File: config.mk
export PLATFORM = sky130hd
export DESIGN_NAME = remap_filter
export DESIGN_NICKNAME = d
export VERILOG_FILES = /design/src/rtl/remap_filter_pkg.sv /design/src/rtl/remap_cfg_regs.sv /design/src/rtl/remap_window_check.sv /design/src/rtl/remap_host_check.sv /design/src/rtl/remap_filter.sv
export SDC_FILE = /design/constraint.sdc
export NUM_CORES = 1
export LEC_CHECK = 0
export BUFFER_PORTS_ARGS = -buffer_cell sky130_fd_sc_hd__buf_2
export CORE_MARGIN = 2
export CORE_UTILIZATION = 51
export DETAILED_ROUTE_END_ITERATION = 10
export PLACE_DENSITY = 0.86
export SETUP_SLACK_MARGIN = 0.3
export SLEW_MARGIN = 5
export SYNTH_ARGS = -nofsm -noshare
export SYNTH_HDL_FRONTEND = slang
export SYNTH_SLANG_ARGS = --single-unit
File: constraint.sdc
create_clock -name clk -period 3.4 [get_ports clk]
set_clock_uncertainty 0.15 [all_clocks]
set_input_delay 0.51 -clock clk [delete_from_list [all_inputs] [get_ports clk]]
set_output_delay 0.51 -clock clk [all_outputs]
set_load 0.01 [all_outputs]
File: src/rtl/remap_filter_pkg.sv
package remap_filter_pkg;
  typedef enum logic [1:0] {
    SRC_INBOUND  = 2'd0,
    SRC_CPU_OUT  = 2'd1,
    SRC_SIDEBAND = 2'd2,
    SRC_RSVD     = 2'd3
  } src_e;

  typedef enum logic [1:0] {
    KIND_MEM = 2'd0,
    KIND_IO  = 2'd1,
    KIND_CFG = 2'd2,
    KIND_MSG = 2'd3
  } kind_e;

  typedef enum logic [1:0] {
    DEC_FWD = 2'd0,
    DEC_CA  = 2'd1,
    DEC_UR  = 2'd2,
    DEC_ERR = 2'd3
  } dec_e;

  typedef enum logic [1:0] {
    CFG_SEL_BASE = 2'd0,
    CFG_SEL_GAW  = 2'd1,
    CFG_SEL_CTRL = 2'd2,
    CFG_SEL_RSVD = 2'd3
  } cfg_sel_e;

  typedef enum logic [1:0] {
    ST_IDLE  = 2'd0,
    ST_XLATE = 2'd1,
    ST_OUT   = 2'd2
  } state_e;
endpackage

File: src/rtl/remap_cfg_regs.sv
module remap_cfg_regs
  import remap_filter_pkg::*;
#(
  parameter int AW           = 40,
  parameter int WIN_BITS     = 12,
  parameter logic [AW-1:0] WIN_BASE_RST = 40'h00FED90000,
  localparam int GW          = $clog2(AW + 1),
  localparam int TW          = AW - WIN_BITS
) (
  input  logic          clk,
  input  logic          rst,
  input  logic          we,
  input  logic [1:0]    sel,
  input  logic [AW-1:0] wdata,
  output logic [TW-1:0] win_tag,
  output logic [GW-1:0] gaw,
  output logic          remap_en
);
  localparam logic [GW-1:0] GAW_RST = GW'(AW);

  always_ff @(posedge clk) begin
    if (rst) begin
      win_tag  <= WIN_BASE_RST[AW-1:WIN_BITS];
      gaw      <= GAW_RST;
      remap_en <= 1'b0;
    end else if (we) begin
      case (cfg_sel_e'(sel))
        CFG_SEL_BASE: win_tag  <= wdata[AW-1:WIN_BITS];
        CFG_SEL_GAW:  gaw      <= wdata[GW-1:0];
        CFG_SEL_CTRL: remap_en <= wdata[0];
        default: ;
      endcase
    end
  end
endmodule

File: src/rtl/remap_window_check.sv
module remap_window_check #(
  parameter int AW       = 40,
  parameter int WIN_BITS = 12,
  localparam int TW      = AW - WIN_BITS
) (
  input  logic [AW-1:0] addr,
  input  logic [1:0]    size,
  input  logic [TW-1:0] win_tag,
  output logic          hit,
  output logic          access_ok
);
  logic aligned;

  assign hit = (addr[AW-1:WIN_BITS] == win_tag);

  always_comb begin
    case (size)
      2'd2:    aligned = (addr[1:0] == 2'b00);
      2'd3:    aligned = (addr[2:0] == 3'b000);
      default: aligned = 1'b0;
    endcase
  end

  assign access_ok = size[1] && aligned;
endmodule

File: src/rtl/remap_host_check.sv
module remap_host_check #(
  parameter int AW      = 40,
  parameter int HOST_AW = 36
) (
  input  logic [AW-1:0] addr,
  output logic          ok
);
  generate
    if (HOST_AW >= AW) begin : g_full
      assign ok = 1'b1;
    end else begin : g_limited
      assign ok = (addr[AW-1:HOST_AW] == '0);
    end
  endgenerate
endmodule

File: src/rtl/remap_filter.sv
module remap_filter
  import remap_filter_pkg::*;
#(
  parameter int AW       = 40,
  parameter int HOST_AW  = 36,
  parameter int WIN_BITS = 12,
  parameter logic [AW-1:0] WIN_BASE_RST = 40'h00FED90000,
  localparam int GW      = $clog2(AW + 1),
  localparam int TW      = AW - WIN_BITS
) (
  input  logic          clk,
  input  logic          rst,
  input  logic          cfg_we,
  input  logic [1:0]    cfg_sel,
  input  logic [AW-1:0] cfg_wdata,
  input  logic          req_valid,
  output logic          req_ready,
  input  logic [1:0]    req_src,
  input  logic [1:0]    req_kind,
  input  logic [1:0]    req_size,
  input  logic [AW-1:0] req_addr,
  output logic          xl_req_valid,
  output logic [AW-1:0] xl_req_addr,
  input  logic          xl_rsp_valid,
  input  logic [AW-1:0] xl_rsp_addr,
  output logic          dec_valid,
  input  logic          dec_ready,
  output logic [1:0]    dec_code,
  output logic [AW-1:0] dec_addr
);
  logic [TW-1:0] win_tag;
  logic [GW-1:0] gaw;
  logic          remap_en;
  logic          win_hit, win_ok, raw_host_ok, xl_host_ok, guest_ok;
  logic          is_inbound, need_xlate;
  dec_e          nxt_code;
  state_e        state;

  remap_cfg_regs #(.AW(AW), .WIN_BITS(WIN_BITS), .WIN_BASE_RST(WIN_BASE_RST)) cfg_i (
    .clk(clk), .rst(rst), .we(cfg_we), .sel(cfg_sel), .wdata(cfg_wdata),
    .win_tag(win_tag), .gaw(gaw), .remap_en(remap_en)
  );

  remap_window_check #(.AW(AW), .WIN_BITS(WIN_BITS)) win_i (
    .addr(req_addr), .size(req_size), .win_tag(win_tag),
    .hit(win_hit), .access_ok(win_ok)
  );

  remap_host_check #(.AW(AW), .HOST_AW(HOST_AW)) raw_host_i (
    .addr(req_addr), .ok(raw_host_ok)
  );

  remap_host_check #(.AW(AW), .HOST_AW(HOST_AW)) xl_host_i (
    .addr(xl_rsp_addr), .ok(xl_host_ok)
  );

  assign guest_ok   = ((req_addr >> gaw) == '0);
  assign is_inbound = (src_e'(req_src) == SRC_INBOUND) || (src_e'(req_src) == SRC_RSVD);
  assign req_ready  = (state == ST_IDLE);

  // Classification of the presented request, in priority order.
  always_comb begin
    need_xlate = 1'b0;
    nxt_code   = DEC_FWD;
    if (kind_e'(req_kind) != KIND_MEM) begin
      nxt_code = DEC_FWD;
    end else if (win_hit) begin
      if (is_inbound)   nxt_code = DEC_CA;
      else if (win_ok)  nxt_code = DEC_FWD;
      else              nxt_code = DEC_UR;
    end else if (is_inbound && remap_en) begin
      if (!guest_ok) nxt_code = DEC_ERR;
      else           need_xlate = 1'b1;
    end else begin
      nxt_code = raw_host_ok ? DEC_FWD : DEC_ERR;
    end
  end

  always_ff @(posedge clk) begin
    if (rst) begin
      state        <= ST_IDLE;
      xl_req_valid <= 1'b0;
      xl_req_addr  <= '0;
      dec_valid    <= 1'b0;
      dec_code     <= DEC_FWD;
      dec_addr     <= '0;
    end else begin
      case (state)
        ST_IDLE: begin
          if (req_valid) begin
            if (need_xlate) begin
              xl_req_valid <= 1'b1;
              xl_req_addr  <= req_addr;
              state        <= ST_XLATE;
            end else begin
              dec_code  <= nxt_code;
              dec_addr  <= req_addr;
              dec_valid <= 1'b1;
              state     <= ST_OUT;
            end
          end
        end
        ST_XLATE: begin
          if (xl_rsp_valid) begin
            xl_req_valid <= 1'b0;
            dec_code     <= xl_host_ok ? DEC_FWD : DEC_ERR;
            dec_addr     <= xl_rsp_addr;
            dec_valid    <= 1'b1;
            state        <= ST_OUT;
          end
        end
        ST_OUT: begin
          if (dec_ready) begin
            dec_valid <= 1'b0;
            state     <= ST_IDLE;
          end
        end
        default: state <= ST_IDLE;
      endcase
    end
  end
endmodule

Word-level counts from Yosys, hierarchy flattened
Cells that the tools add are included.
{ "totals": {"register_bits": 121, "output_inout_bits": 85} }
{ "op_classes": {"eq_ne": 13, "shift": 1, "muxes": 35, "n_reduce_logical": 22} }
{ "ops": {"columns": ["op", "n"], "rows": [
  ["40-bit 2-to-1 mux", 3],
  ["40-bit case mux with 2 select lines", 1],
  ["40-bit zero test", 1],
  ["40-bit by 6-bit >> shifter with 40-bit output", 1],
  ["2-bit 2-to-1 mux", 15],
  ["28-bit equality test", 1],
  ["1-bit 2-to-1 mux", 11],
  ["2-bit equality test (second input constant)", 5],
  ["2-bit zero test", 4],
  ["4-bit zero test", 2],
  ["2-bit inequality test (second input constant)", 4],
  ["4-bit AND reduction", 2],
  ["2-bit case mux with 3 select lines", 1],
  ["2-bit AND reduction", 3],
  ["3-bit AND reduction", 2],
  ["5-bit AND reduction", 1],
  ["2-bit by 1-bit equality test with 1-bit output (second input constant)", 2],
  ["1-bit case mux with 2 select lines", 2],
  ["2-bit case mux with 2 select lines", 1],
  ["2-bit nonzero test", 2],
  ["3-bit zero test", 1],
  ["1-bit case mux with 3 select lines", 1],
  ["3-bit nonzero test", 1],
  ["1-bit logical AND", 2],
  ["other kinds (2)", 2]
]} }

Longest topological paths before layout
Gate-level depths: netlist of run 1.
{ "logic_depth": {"ltp_word": 10, "depth_mapped": 13, "ltp_nobuf": 8} }

By module
From an unflattened synthesis of run 1, not the netlist that was laid out.
{ "hier_totals": {"hier_cells": 814, "hier_area_um2": 7190.6} }
{ "by_module_without_submodules": {"columns": ["module", "instances", "cells_per_inst", "area_per_inst_um2", "seq_area_each_um2"], "rows": [
  ["remap_filter", 1, 619, 5317.6, 1721.7],
  ["remap_cfg_regs", 1, 153, 1527.7, 700.7],
  ["remap_window_check", 1, 40, 320.3, 0.0],
  ["remap_host_check", 2, 1, 12.5, 0.0]
]} }

Least setup slack after synthesis of run 1
Ideal clock, no wire load.
{ "synth_timing": {"kind": "input to register", "startpoint": "input req_addr[26]", "endpoint": "register xl_req_addr[0]", "setup_time_ns": 0.072, "arrival_time_ns": 2.930, "required_time_ns": 3.178, "setup_slack_ns": 0.248, "stages": 10, "cell_sequence": "buf_2 -> mux2_4 -> or4_1 -> a211oi_2 -> o211ai_2 -> a2111oi_4 -> a21oi_2 -> nor3_4 -> buf_8 -> mux2i_1"} }
{ "synth_via": {"elab_chain_cells": 7} }
{ "synth_rtl": {"columns": ["element", "line_no", "text"], "rows": [
  ["start: declaration", "remap_filter.sv:21", "input logic [AW-1:0] req_addr,"],
  ["40-bit by 6-bit >> shifter with 40-bit output", "remap_filter.sv:57", "assign guest_ok = ((req_addr >> gaw) == '0);"],
  ["40-bit zero test", "remap_filter.sv:57", null],
  ["1-bit 2-to-1 mux", "remap_filter.sv:72", "if (!guest_ok) nxt_code = DEC_ERR;"],
  ["1-bit 2-to-1 mux", "remap_filter.sv:71", "end else if (is_inbound && remap_en) begin"],
  ["1-bit 2-to-1 mux (*)", "remap_filter.sv:67", "end else if (win_hit) begin"],
  ["1-bit 2-to-1 mux (*)", "remap_filter.sv:65", "if (kind_e'(req_kind) != KIND_MEM) begin"],
  ["3-bit AND reduction (no source line) (*)", null, null],
  ["end signal: assignment", "remap_filter.sv:93", "xl_req_addr <= req_addr;"],
  ["end: declaration", "remap_filter.sv:23", "output logic [AW-1:0] xl_req_addr,"]
]} }
Every way passes the cells marked *; elsewhere a longest branch is shown, timed or not.
A chain may end at the register's enable or synchronous reset.

Worst setup path after layout of run 1
{ "layout_timing": {"startpoint": "register cfg_i.gaw[1]", "endpoint": "register xl_req_addr[2]"} }
{ "layout_via": {"elab_chain_cells": 7} }
{ "layout_rtl": {"columns": ["element", "line_no", "text"], "rows": [
  ["start: declaration", "remap_cfg_regs.sv:16", "output logic [GW-1:0] gaw,"],
  ["start signal: assignment", "remap_cfg_regs.sv:29", "CFG_SEL_GAW: gaw <= wdata[GW-1:0];"],
  ["40-bit by 6-bit >> shifter with 40-bit output", "remap_filter.sv:57", null],
  ["40-bit zero test", "remap_filter.sv:57", null],
  ["1-bit 2-to-1 mux", "remap_filter.sv:72", null],
  ["1-bit 2-to-1 mux", "remap_filter.sv:71", null],
  ["1-bit 2-to-1 mux", "remap_filter.sv:67", null],
  ["1-bit 2-to-1 mux", "remap_filter.sv:65", null],
  ["3-bit AND reduction (no source line)", null, null]
]} }
Every way passes these cells.

==> results of run 1 <==
-- registers in the layout, indices dropped and copies added (netlist names) --
register,flops
cfg_i.gaw,6
cfg_i.remap_en,1
cfg_i.win_tag,28
dec_addr,40
dec_code,2
dec_valid,1
state,2
xl_req_addr,40
xl_req_valid,1
-- metrics by stage --
stage / worst slack (ns) / cells / area [sq um] / hold WS (ns) / power (W)
after global routing: 0.2769 / 1121 / 8777 / 0.1440 / 0.004132
after CTS: 0.3131 / 1115 / 8671 / 0.1412 / 0.004003
after detailed placement: 0.04381 / 1079 / 7963 / 0.2940 / 0.002048
after global placement: 0.1127 / 1079 / 7963 / 0.2910 / 0.002039
after floorplan: 0.3182 / 726 / 6650 / 0.2978 / 0.001810
final: 0.3242 / 1123 / 8782 / 0.1517 / 0.003998
-- cells in the final DEF, fill, tap and decap left out, types with 4 or more instances in the layout --
| master | Yosys | routed |
|---|---|---|
| a211o_1 | 4 | 4 |
| a211oi_1 | 9 | 9 |
| a21oi_1 | 35 | 33 |
| buf_12 | 0 | 7 |
| buf_2 | 15 | 211 |
| buf_4 | 0 | 30 |
| buf_6 | 1 | 4 |
| bufinv_16 | 0 | 4 |
| clkbuf_16 | 0 | 18 |
| clkbuf_8 | 0 | 4 |
| clkinvlp_4 | 0 | 5 |
| dfxtp_1 | 121 | 120 |
| inv_1 | 14 | 14 |
| mux2i_1 | 94 | 93 |
| nand2_1 | 63 | 63 |
| nand2b_1 | 83 | 83 |
| nand3b_1 | 15 | 15 |
| nand4_1 | 6 | 6 |
| nand4b_1 | 40 | 40 |
| nor2_1 | 23 | 23 |
| nor3_1 | 7 | 6 |
| nor4_1 | 7 | 7 |
| o21ai_0 | 6 | 5 |
| o31ai_1 | 41 | 41 |
| or2_2 | 4 | 4 |
| or3_1 | 6 | 6 |
| or3b_2 | 4 | 4 |
| xnor2_1 | 14 | 14 |
| xor2_1 | 16 | 16 |
-- area by class of cell --
type / instances / area [sq um]
antenna: 2 / 5.005
clock buffer: 21 / 480.5
clock inverter: 11 / 167.7
fill: 1047 / 3889
inverter: 14 / 52.55
multi-input combinational: 528 / 3916
sequential: 121 / 2426
tap: 172 / 215.2
timing repair buffer: 254 / 1519
-- timing repair --
action / 4_1_cts / 5_1_grt
pin swaps: 1 / 4
setup buffers: 3 / 5
setup endpoints to repair: 82 / 84
resized for setup: 2 / 13
cloned: 1 / 1
-- worst reg2reg max path, stage by stage (launching register included) --
cell and delay, ns:
dfxtp_4 0.39, mux2_4 0.30, or4_4 0.43, a211oi_4 0.27, o211ai_2 0.13, a2111oi_4 0.45, a21oi_4 0.15, nor3_4 0.17
buf_4 0.18, buf_12 0.15, mux2i_1 0.23
-- worst max-delay path by stage --
| stage | start | end |
|---|---|---|
| after CTS | cfg_i.gaw[1]$_SDFFE_PP0P_ | xl_req_addr[9]$_SDFFE_PP0P_ |
| after floorplan | req_addr[26] | xl_req_addr[0]$_SDFFE_PP0P_ |
| final | cfg_i.gaw[1]$_SDFFE_PP0P_ | xl_req_addr[2]$_SDFFE_PP0P_ |
| after global placement | req_addr[16] | xl_req_addr[35]$_SDFFE_PP0P_ |
| after global routing | cfg_i.gaw[1]$_SDFFE_PP0P_ | xl_req_addr[2]$_SDFFE_PP0P_ |
| after detailed placement | req_addr[26] | xl_req_addr[2]$_SDFFE_PP0P_ |
-- metal layers --
| metal | vias up | global-route usage (%) |
|---|---|---|
| li1 | 3045 | - |
| met1 | 3022 | 36.78 |
| met2 | 302 | 45.41 |
| met3 | 53 | 7.577 |
| met4 | 0 | 11.30 |
| met5 | - | 0 |
-- power by group --
group          leakage [nW]  internal (W)  total (W)  switching [W]
registers             0.986       0.00147    0.00150      0.0000300
clock network         0.303       0.00130    0.00196       0.000662
logic                  2.29      0.000235   0.000536       0.000300
-- kinds of logic after synthesis --
family                    after synthesis
AOI/OAI and AO/OA                     124
DFF                                   121
buffers and inverters                  77
and+or+nand+nor                       274
muxes                                 100
xor gates and xnor gates               30
==> flow_summary.toml, run 1 <==
[yosys]
synth_top_family_by_area = "simple AND/OR/NAND/NOR gates"
ys_seq_area_share_pct = 36.46
synthFlopType = "dfxtp_1"
synth_area_sq_um = 6644
synth_common_cells = "dfxtp_1, mux2i_1, nand2b_1, nand2_1, o31ai_1"
synth_top_area_share_pct = 36.46
synth_mux_area_share_pct = 15.97
synth_xor_area_share_pct = 3.955
synth_top_area_cell = "dfxtp_1"
synth.area.top_cells = "dfxtp_1, mux2i_1, nand2b_1"
async_flop_share_pct = 0
synthAdderAreaFrac_pct = 0
yosys_warnings = 0
yosys.area_share.simple_pct = 24.65
synth.most_common_cell = "dfxtp_1"
synth_compound_area_share_pct = 13.54
synth_edf_count = 0
ys_types = 58
syn_area_per_cell_sq_um = 9.151
ys_seq_elements = 121
syn_inst = 726
synth_fp_nets = 860

[routing]
first_pass_iters = 5
met2_length_mm = 9.591
wire_per_inst_um = 18.14
num_vias = 6422
drc = 0
routed_via_density = 5.719
route.top_layer_used = "met4"
ant_nets = 0
wl_met3_mm = 1.607
drt_iter0_drc = 693
totalWireLength_mm = 20.37
drt-met1-wl_mm = 8.626

[hold_path]
hold_start = "cfg_wdata[22]"
hp-class = "input port to flop"
holdPathEnd = "cfg_i.win_tag[10]$_SDFFE_PP1P_"
hold_path_depth = 3

[clocking]
cts_tree = "yes"
clk_pin_slew_ns = 0.06
cts_hold_buf = 0
numCtsBuffers = 17
cts_htree_levels = 4
clock_path_buffers = 2
clockRootBuffer = "clkbuf_16"
worst_skew_pair.late_latency_ns = 0.42
clock-sinks = 121

[timing]
slew_viol_final = 0
max_freq_mhz = 325.1
worst_slew_pin_slew_ns = 0.6840
finalSetupViolCount = 0
rsz0062_at_grt = "yes"
fin_crit_sh_pct = 90.47
setup-tns-final_ns = 0
relSlewSlack_pct = 54.30
hold_violations = 0
period_minus_slack_ns = 3.076

[global_route]
grt_usage_pct = 28.54
grt_max_degree = 126
grt_pass1_wl_mm = 31.73
grt_overflow = 0
antenna_found_initial = 2
grt_pass1_vias = 6024

[cells_and_area]
fin_nets = 1070
drive_gt1_share_pct = 33.09
post-route-util_pct = 69.31
syn_to_final_growth_pct = 32.18

[pwr]
powerDensity_nw_per_um2 = 455.2
irDropWorstVdd_v = 0.0002888
p_leak_nw = 3.576

[worst_setup_path]
path_class = "flop to flop"
r2r_cells = 10
reg2reg_slack_ns = 0.32
cp_max_fo = 9
crit_buf_inv = 2
cp_top_family = "compound AO/OA/AOI/OAI gates"
startpoint_type = "flop"
crit_cells = 10
crit_slowest_cell = "a2111oi_4"
crit_required_ns = 3.58
end_kind = "flop"
crit_chain = "mux2_4 > or4_4 > a211oi_4 > o211ai_2 > a2111oi_4 > a21oi_4 > nor3_4 > buf_4 > buf_12 > mux2i_1"
r2r_start = "cfg_i.gaw[1]$_SDFFE_PP0P_"
slowest_delay_ns = 0.45
crit_arrival_ns = 3.26
reg2reg_to = "xl_req_addr[2]$_SDFFE_PP0P_"

[floorplan]
boundaryPins = 219
initial_core_util_pct = 52.43
fp.dieH_um = 118.1
core.rowCount = 41
coreArea_sq_um = 12670
dieWidth_um = 118.1
die_area_sq_um = 13960

[place]
hpwl_mm = 14.10
gp_congestion = 0.8719
io_buffers = 212

[flow_run]
cap_violations = 0

[outcome]
status = "complete, no violations"
No activity file was read; power rests on OpenSTA's default activity.
==> run 2: changes to the inputs <==
PLACE_DENSITY = unset   (was 0.86)
PLACE_DENSITY_LB_ADDON = 0.1   (was unset)
==> run 2 against run 1 <==
Compared with the run above:
- combinational power decreased by 2%
- count of clock-buffer cells in the layout is 3 higher
- total power down 1.3%
- design area fell by 0.46%
- non-clock buffer count fell by 3
- wire length is 1.1% higher
- sequential power is essentially flat
- die area is the same
- critical endpoint is now xl_req_addr[20]$_SDFFE_PP0P_
- largest cell class unchanged
==> flow_summary.toml, run 2 (synthesized netlist as in run 1, its figures left out) <==
[flow_run]
cap_violations = 0

[routing]
drt-met1-wl_mm = 8.780
wire_per_inst_um = 18.41
num_vias = 6423
totalWireLength_mm = 20.58
drt_iter0_drc = 552
route.top_layer_used = "met4"
wl_met3_mm = 1.460
first_pass_iters = 7
routed_via_density = 5.745
ant_nets = 0
met2_length_mm = 9.914
drc = 0

[worst_setup_path]
startpoint_type = "flop"
end_kind = "flop"
crit_arrival_ns = 3.37
cp_max_fo = 6
crit_required_ns = 3.59
path_class = "flop to flop"

[floorplan]
dieWidth_um = 118.1
fp.dieH_um = 118.1
boundaryPins = 219
coreArea_sq_um = 12670
core.rowCount = 41
die_area_sq_um = 13960
initial_core_util_pct = 52.43

[timing]
period_minus_slack_ns = 3.173
max_freq_mhz = 315.2
finalSetupViolCount = 0
setup_ws_ns = 0.2273
fin_crit_sh_pct = 93.31
worst_slew_pin_slew_ns = 0.6767
hold_violations = 0
relSlewSlack_pct = 54.89
rsz0062_at_grt = "yes"
slew_viol_final = 0
setup-tns-final_ns = 0

[cells_and_area]
fin_nets = 1067
n_antenna_cell = 0
fill_cells = 1066
reg_top3 = "dec_addr x40, xl_req_addr x40, cfg_i.win_tag x28"
post-route-util_pct = 68.99
drive_gt1_share_pct = 32.45
final_common_cell = "buf_2"
instances_no_fill = 1118
syn_to_final_growth_pct = 31.58
final_cell_mix = "buf_2, dfxtp_1, mux2i_1"

[global_route]
grt_pass1_wl_mm = 31.51
antenna_found_initial = 0
grt_pass1_vias = 6049
grt_usage_pct = 28.29
grt_overflow = 0
grt_max_degree = 107

[clocking]
cts_tree = "yes"
clockRootBuffer = "clkbuf_16"
clk_pin_slew_ns = 0.05
clock-sinks = 121
worst_skew_pair.late_latency_ns = 0.42
clock_path_buffers = 2
cts_hold_buf = 0
cts_htree_levels = 4
numCtsBuffers = 17

[outcome]
status = "complete, no violations"

[place]
dp_cells = 1073
gp_congestion = 0.8794
hpwl_mm = 14.35
io_buffers = 212
dp_worst_setup_slack_ns = 0.05836

[pwr]
irDropWorstVdd_v = 0.0003034
powerDensity_nw_per_um2 = 451.3
p_leak_nw = 3.576

[hold_path]
hp-class = "input port to flop"
[run 2: where the power goes]
part | leakage [nW] | internal, W | switching (W)
Combinational | 2.28 | 0.000228 | 0.000296
Clock | 0.314 | 0.00130 | 0.000620
Sequential | 0.987 | 0.00147 | 0.0000328
[run 2: cell type report]
class / count / area, sq um / area share (%)
Tap cell: 172 / 215.2 / 2.462
Timing Repair Buffer: 251 / 1515 / 17.33
Clock buffer: 24 / 491.7 / 5.625
Multi-Input combinational cell: 528 / 3900 / 44.61
Clock inverter: 8 / 140.1 / 1.603
Sequential cell: 121 / 2427 / 27.77
Inverter: 14 / 52.55 / 0.6011
[run 2: routing by layer]
metal	up-vias	track usage, %
met3	31	5.116
met2	296	47.00
met1	3058	36.53
met4	0	10.77
met5	-	0
li1	3038	-
[run 2: timing repair]
action,in CTS,in global routing
endpoints found under the setup margin,71,85
gates cloned,0,5
setup buffers,0,8
gates resized for setup,2,12
pin swaps,1,6
[run 2: stage by stage]
| step | hold slack (ns) | power, W | area, sq um |
|---|---|---|---|
| after CTS | 0.1363 | 0.003958 | 8529 |
| final | 0.1504 | 0.003945 | 8742 |
| after detailed placement | 0.3070 | 0.002043 | 7893 |
| after global routing | 0.1475 | 0.004092 | 8742 |
| after global placement | 0.2991 | 0.002029 | 7893 |
| after floorplan | 0.2978 | 0.001810 | 6650 |
[run 2: worst max-delay path: stages (launching register included)]
cell and delay [ns]:
dfxtp_4 0.39, mux2_4 0.32, or4_4 0.43, a211oi_4 0.27, o211ai_2 0.14, a2111oi_4 0.42, a21oi_2 0.16, nor3_4 0.27
buf_6 0.18, clkbuf_16 0.16, mux2i_1 0.20
[run 2: path summary, 6_finish.rpt]
kind | from | end | slack, ns | cells past startpoint
setup reg to reg | cfg_i.gaw[1]$_SDFFE_PP0P_ | xl_req_addr[20]$_SDFFE_PP0P_ | 0.23 | 10
setup / recovery | cfg_i.gaw[1]$_SDFFE_PP0P_ | xl_req_addr[20]$_SDFFE_PP0P_ | 0.23 | 10
hold reg to reg | cfg_i.win_tag[2]$_SDFFE_PP0P_ | cfg_i.win_tag[2]$_SDFFE_PP0P_ | 0.32 | 2
hold / removal | cfg_wdata[16] | cfg_i.win_tag[4]$_SDFFE_PP1P_ | 0.15 | 3
